--- src/rtl/widen_pkg.sv ---
// Shared constants and types for the packed single-to-double widening unit.
// Assumes binary32 in and binary64 out, with standard IEEE-754 field layouts.
package widen_pkg;
    localparam int SP_W    = 32;
    localparam int DP_W    = 64;
    localparam int SP_FRAC = 23;
    localparam int DP_FRAC = 52;
    localparam int DP_EXP  = 11;
    localparam int FRAC_PAD = DP_FRAC - SP_FRAC;          // 29 trailing zeros
    localparam logic [DP_EXP-1:0] BIAS_SHIFT = 11'd896;   // 1023 - 127

    // Length select encoding; the top code also selects the widest length.
    typedef enum logic [1:0] {
        VL_TWO   = 2'b00,
        VL_FOUR  = 2'b01,
        VL_EIGHT = 2'b10,
        VL_WIDE  = 2'b11
    } vlen_e;

    // Per-lane status produced by one converter.
    typedef struct packed {
        logic den;
        logic inv;
    } lane_stat_t;
endpackage

--- src/rtl/widen_lzc.sv ---
// Leading-zero counter for the fraction of a denormal binary32 value.
// Assumes the input is nonzero when the count is used; an all-zero input returns W-1.
module widen_lzc #(
    parameter int W  = 23,
    parameter int CW = $clog2(W)
) (
    input  logic [W-1:0]  vec,
    output logic [CW-1:0] zeros
);
    // Scan from the MSB down and take the position of the first set bit.
    always_comb begin
        logic hit;
        hit   = 1'b0;
        zeros = CW'(W - 1);
        for (int i = W - 1; i >= 0; i--) begin
            if (!hit && vec[i]) begin
                hit   = 1'b1;
                zeros = CW'(W - 1 - i);
            end
        end
    end
endmodule

--- src/rtl/widen_lane.sv ---
// Exact binary32 to binary64 converter for one lane.
// Covers zero, denormal, normal, infinity and NaN, and raises the per-lane status bits.
module widen_lane
    import widen_pkg::*;
(
    input  logic [SP_W-1:0] sp,
    output logic [DP_W-1:0] dp,
    output lane_stat_t      stat
);
    localparam int LZ_W = $clog2(SP_FRAC);

    logic               sgn;
    logic [7:0]         ex;
    logic [SP_FRAC-1:0] fr;
    logic [LZ_W-1:0]    lz;
    logic [SP_FRAC-1:0] fr_norm;
    logic [DP_EXP-1:0]  ex_norm;

    assign sgn = sp[31];
    assign ex  = sp[30:23];
    assign fr  = sp[22:0];

    widen_lzc #(.W(SP_FRAC), .CW(LZ_W)) u_lzc (
        .vec   (fr),
        .zeros (lz)
    );

    // Normalise a denormal: drop the leading one and lower the exponent by the shift.
    always_comb begin
        fr_norm = fr << (lz + 1'b1);
        ex_norm = BIAS_SHIFT - DP_EXP'(lz);
    end

    // Choose the output encoding from the input class.
    always_comb begin
        stat = '0;
        if (ex == 8'hFF) begin
            if (fr == '0) begin
                dp = {sgn, 11'h7FF, {DP_FRAC{1'b0}}};
            end else begin
                dp       = {sgn, 11'h7FF, 1'b1, fr[SP_FRAC-2:0], {FRAC_PAD{1'b0}}};
                stat.inv = ~fr[SP_FRAC-1];
            end
        end else if (ex == 8'h00) begin
            if (fr == '0) begin
                dp = {sgn, {(DP_W-1){1'b0}}};
            end else begin
                dp       = {sgn, ex_norm, fr_norm, {FRAC_PAD{1'b0}}};
                stat.den = 1'b1;
            end
        end else begin
            dp = {sgn, DP_EXP'(ex) + BIAS_SHIFT, fr, {FRAC_PAD{1'b0}}};
        end
    end
endmodule

--- src/rtl/widen_merge.sv ---
// Chooses the final value of one destination lane.
// Written lanes take the conversion; other lanes take zero or the old value, by mode.
module widen_merge
    import widen_pkg::*;
(
    input  logic [DP_W-1:0] conv,
    input  logic [DP_W-1:0] prev,
    input  logic            active,
    input  logic            write,
    input  logic            zero_mode,
    input  logic            clear_idle,
    output logic [DP_W-1:0] lane_out
);
    // Priority: converted value, then masked-off handling, then beyond-length handling.
    always_comb begin
        if (active && write)
            lane_out = conv;
        else if (active)
            lane_out = zero_mode ? '0 : prev;
        else
            lane_out = clear_idle ? '0 : prev;
    end
endmodule

--- src/rtl/widen_top.sv ---
// Packed single-to-double widening unit with write mask, broadcast and length select.
// Assumes the old destination and the controls are valid whenever in_valid is high.
module widen_top
    import widen_pkg::*;
#(
    parameter int LANES = 8,
    localparam int SRC_W = LANES * SP_W,
    localparam int DST_W = LANES * DP_W
) (
    input  logic             clk,
    input  logic             rst_n,
    input  logic             in_valid,
    input  logic [SRC_W-1:0] src,
    input  logic [1:0]       vlen_sel,
    input  logic             ext_mode,
    input  logic             mask_en,
    input  logic [LANES-1:0] lane_mask,
    input  logic             zero_mode,
    input  logic             bcast,
    input  logic [DST_W-1:0] old_dst,
    input  logic             flag_clr,
    output logic             out_valid,
    output logic [DST_W-1:0] dst,
    output logic             flag_inv,
    output logic             flag_den
);
    localparam int CNT_W = $clog2(LANES + 1);

    logic [CNT_W-1:0] n_active;
    logic [LANES-1:0] act;
    logic [LANES-1:0] wr;
    logic [LANES-1:0] lane_inv;
    logic [LANES-1:0] lane_den;
    logic [DST_W-1:0] dst_next;
    logic             any_inv;
    logic             any_den;

    // Active lane count from the mode and the length select.
    always_comb begin
        if (!ext_mode) begin
            n_active = CNT_W'(2);
        end else begin
            unique case (vlen_e'(vlen_sel))
                VL_TWO:  n_active = CNT_W'(2);
                VL_FOUR: n_active = CNT_W'(4);
                default: n_active = CNT_W'(LANES);
            endcase
        end
    end

    genvar j;
    generate
        for (j = 0; j < LANES; j++) begin : g_lane
            logic [SP_W-1:0] sp_in;
            logic [DP_W-1:0] dp_out;
            lane_stat_t      st;

            // Lane source: broadcast only applies in extended mode.
            assign sp_in  = (ext_mode && bcast) ? src[SP_W-1:0] : src[j*SP_W +: SP_W];
            assign act[j] = (j < n_active);
            assign wr[j]  = act[j] && (!ext_mode || !mask_en || lane_mask[j]);

            widen_lane u_cvt (
                .sp   (sp_in),
                .dp   (dp_out),
                .stat (st)
            );

            widen_merge u_mrg (
                .conv       (dp_out),
                .prev       (old_dst[j*DP_W +: DP_W]),
                .active     (act[j]),
                .write      (wr[j]),
                .zero_mode  (ext_mode && zero_mode),
                .clear_idle (ext_mode),
                .lane_out   (dst_next[j*DP_W +: DP_W])
            );

            assign lane_inv[j] = wr[j] && st.inv;
            assign lane_den[j] = wr[j] && st.den;
        end
    endgenerate

    assign any_inv = |lane_inv;
    assign any_den = |lane_den;

    // Result register and valid pipeline stage.
    always_ff @(posedge clk) begin
        if (!rst_n) begin
            out_valid <= 1'b0;
            dst       <= '0;
        end else begin
            out_valid <= in_valid;
            if (in_valid)
                dst <= dst_next;
        end
    end

    // Sticky status flags: the clear drops history, a new operation ORs in.
    always_ff @(posedge clk) begin
        if (!rst_n) begin
            flag_inv <= 1'b0;
            flag_den <= 1'b0;
        end else begin
            flag_inv <= (flag_inv && !flag_clr) || (in_valid && any_inv);
            flag_den <= (flag_den && !flag_clr) || (in_valid && any_den);
        end
    end
endmodule

--- config.mk ---
export PLATFORM = sky130hd
export DESIGN_NAME = widen_top
export DESIGN_NICKNAME = d
export VERILOG_FILES = /design/src/rtl/widen_pkg.sv /design/src/rtl/widen_lzc.sv /design/src/rtl/widen_lane.sv /design/src/rtl/widen_merge.sv /design/src/rtl/widen_top.sv
export SDC_FILE = /design/constraint.sdc
export NUM_CORES = 2
export LEC_CHECK = 0
export ABC_AREA = 1
export CAP_MARGIN = 20
export CORE_AREA = 2 2 513 515
export DETAILED_ROUTE_END_ITERATION = 10
export DIE_AREA = 0 0 515 517
export PLACE_DENSITY = 0.49
export SLEW_MARGIN = 30
export SYNTH_ARGS = -nofsm -noshare
export SYNTH_HDL_FRONTEND = slang
export SYNTH_HIERARCHICAL = 1
export SYNTH_SLANG_ARGS = --single-unit
--- constraint.sdc ---
create_clock -name clk -period 6.7 [get_ports clk]
set_input_delay 1.34 -clock clk [delete_from_list [all_inputs] [get_ports clk]]
set_output_delay 1.34 -clock clk [all_outputs]
set_load 0.03 [all_outputs]
==> results.toml <==
[floorplan]
die-width_um = 515
core-area_um2 = 261000
start_util_pct = 19.5
die_h_um = 517
io-pin-count = 1301
dieArea_um2 = 266000
rows = 188

[sta]
fin_ws_ns = 0.809
skew_ns = 0
rsz0062_at_grt = "false"
fmax_mhz = 170
hold_viol_final = 0
slew_headroom_pct = 16.2
finalMaxSlewViolations = 0
min_period_over_period_pct = 87.9
period_minus_slack_ns = 5.89
setup_viol_count_final = 0
hold_slack_ns = 0.476
worst_pin_slew_ns = 1.26

[clock_network]
path_clk_slew_ns = 0.06
clkSinkCount = 515
htreeDepth = 3
clkLatencyLatePin_ns = 0.70
cts_resized = 0
postCtsSetupRepairBufs = 0
postCtsHoldBufs = 0
cts_tree = "done"
cts_buffer_depth = 3
cts_root_buf = "clkbuf_16"
cts_buffers = 73

[setup_path]
start_kind = "input port"
critPathKind = "input port to flop"
r2r-end = "dst[285]"
r2r-start = "dst[285]"
r2r_slack_ns = 5.84
crit_path_max_fanout = 25
end_kind = "flop"
crit_path_frequent_cell = "nand2_1"
cp.required_ns = 7.37
cpPeakStageDelay_ns = 0.50
crit_arrival_ns = 6.56
rr_worst_depth = 2
critPathSlowestCell = "clkdlybuf4s50_1"

[place]
portBuffers = 1300
placed_cell_area_um2 = 66300
dpl.hpwl_um = 244000
pre_cts_ws_ns = -0.0600
place_congestion = 0.940

[global_route]
grt_antenna_before_repair = 112
grt-ovfl-total = 0
grt_pass1_vias = 58600
grt_max_degree = 174
grt_use_total_pct = 22.6
grt_pass1_wl_um = 437000

[pwr]
power.density_nw_per_um2 = 190
p_leak_uw = 0.0344
clock_power_share_pct = 32.3
power.switching_uw = 5440
power_frac_comb_pct = 41.7
p_seq_share_pct = 26.0
internal-power_uw = 7620
swShare_pct = 41.6
ir_drop_v = 0.000191

[synthesis]
post-synth-top-count-cell = "nand2_1"
ys_ff_latch = 515
synthArstFlopShare_pct = 0
ys_top_cells_by_count = "3412 x nand2_1, 1251 x nor2_1, 871 x inv_1, 793 x nand3_1, 606 x o21ai_0"
avgSynthCellArea_um2 = 5.41
synth_seq_area_share_pct = 20.2
yosysWarnings = 6
synth_edf_count = 0
synth_top_cell_by_area = "nand2_1"
ys.flop_type = "dfxtp_1"
synthesis.area_um2 = 51000
synth_top_area_share_pct = 25.1
yosys-top-cells-area = "nand2_1 25%, dfxtp_1 20%, nor2_1 9.2%, nand3_1 7.8%, inv_1 6.4%"
synth_cell_types = 42
syn_inst = 9423

[finish]
multiInputGateArea_um2 = 33000
num-fill-cells = 30200
num-nets-final = 11300
drive_gt1_share_pct = 6.74
seq_area_um2 = 10300
syn_to_final_growth_pct = 35.0
design_area_um2 = 68800

[hold_path]
hold_depth = 2
whs_endpoint = "flag_inv"
hold_path.class = "flop to flop"
min_from = "flag_inv"

[routing]
avgViaCountPerCell = 4.47
drcViolationCount = 0
drtPass1Iterations = 6
wl_per_cell_um = 22.5
routed-via-count = 62400
drt-initial-drc-count = 4757
postRouteAntennaNets = 0
routed_wl_um = 315000

[run]
maxCapViolations = 0

[status]
outcome = "finished, final reports clean"
[power by group through the flow]
| stage | combinational (uW) | clock (uW) | sequential, uW |
|---|---|---|---|
| after floorplan | 2940 | 0 | 3870 |
| after global placement | 5470 | 0 | 3460 |
| after detailed placement | 5420 | 0 | 3460 |
| after CTS | 5450 | 4360 | 3400 |
| after global routing | 5970 | 4440 | 3420 |
| final | 5440 | 4220 | 3400 |
[logic make-up after synthesis]
logic type      synth area share (%)
other cells                   0.0662
simple gates                    47.8
xor+xnor                       0.706
flops                           20.2
fa+ha+maj                      0.392
buf+inv                         17.2
compound gates                  13.6
[cells in the final DEF, fill, tap and decap left out, drive strengths merged]
cell type and n:
a2111oi 8, a21boi 19, a21oi 598, a221oi 8
a31oi 8, buf 258, bufinv 6, clkbuf 100
clkdlybuf4s50 1296, clkinv 23, clkinvlp 1, conb 240
dfxtp 515, diode 39, ha 16, inv 927
nand2 3471, nand3 816, nand4 117, nor2 1325
nor3 37, nor4 8, o2111ai 8, o21ai 655
o22ai 10, o41ai 16, or2 2, xor2 24
[registers in the layout (all words and copies together), names as in the netlist]
signal and count:
out_valid 1, flag_inv 1, flag_den 1, dst 512
[worst max-delay path by stage]
stage	slack, ns	cells past startpoint	end	from
floorplan	1.43	33	dst[430]	ext_mode
global placement	0.005	27	dst[304]	bcast
detailed placement	-0.06	29	dst[305]	bcast
CTS	0.74	32	dst[306]	bcast
global route	0.15	32	dst[306]	bcast
finish	0.81	29	dst[305]	bcast
[routing by layer]
layer | GRT usage (%) | wire length [um] | vias up
met2 | 38.2 | 149000 | 2261
met5 | 0 | 423 | -
met4 | 8.32 | 11000 | 70
met1 | 26.9 | 128000 | 28500
li1 | - | - | 31200
met3 | 6.40 | 26300 | 394
[area by class of cell]
cell class / instances / area share (%)
inverters: 930 / 5.16
clock buffers: 100 / 3.10
multi-input cells: 7386 / 47.9
well taps: 3420 / 6.22
clock inverters: 27 / 0.511
diodes: 39 / 0.142
flip-flops and latches: 515 / 15.0
repair buffers: 1554 / 22.0
[worst max-delay path: cells and delay by family]
| family | cells | cell delay (ns) |
|---|---|---|
| adders and majority gates | 1 | 0.33 |
| AOI/OAI and AO/OA | 2 | 0.69 |
| buffers and inverters | 4 | 1.11 |
| and+or+nand+nor | 22 | 3.07 |
[per-stage QoR]
step / TNS (ns) / instances / power [uW] / util (%)
final: 0 / 14000 / 13100 / 26.4
after global routing: 0 / 14000 / 13800 / 26.3
after CTS: 0 / 13900 / 13200 / 26.3
after detailed placement: -0.334 / 13800 / 8880 / 25.4
after global placement: 0 / 13800 / 8930 / 25.4
after floorplan: 0 / 9654 / 6810 / -
Note: power is estimated with default switching activity, not from simulation.
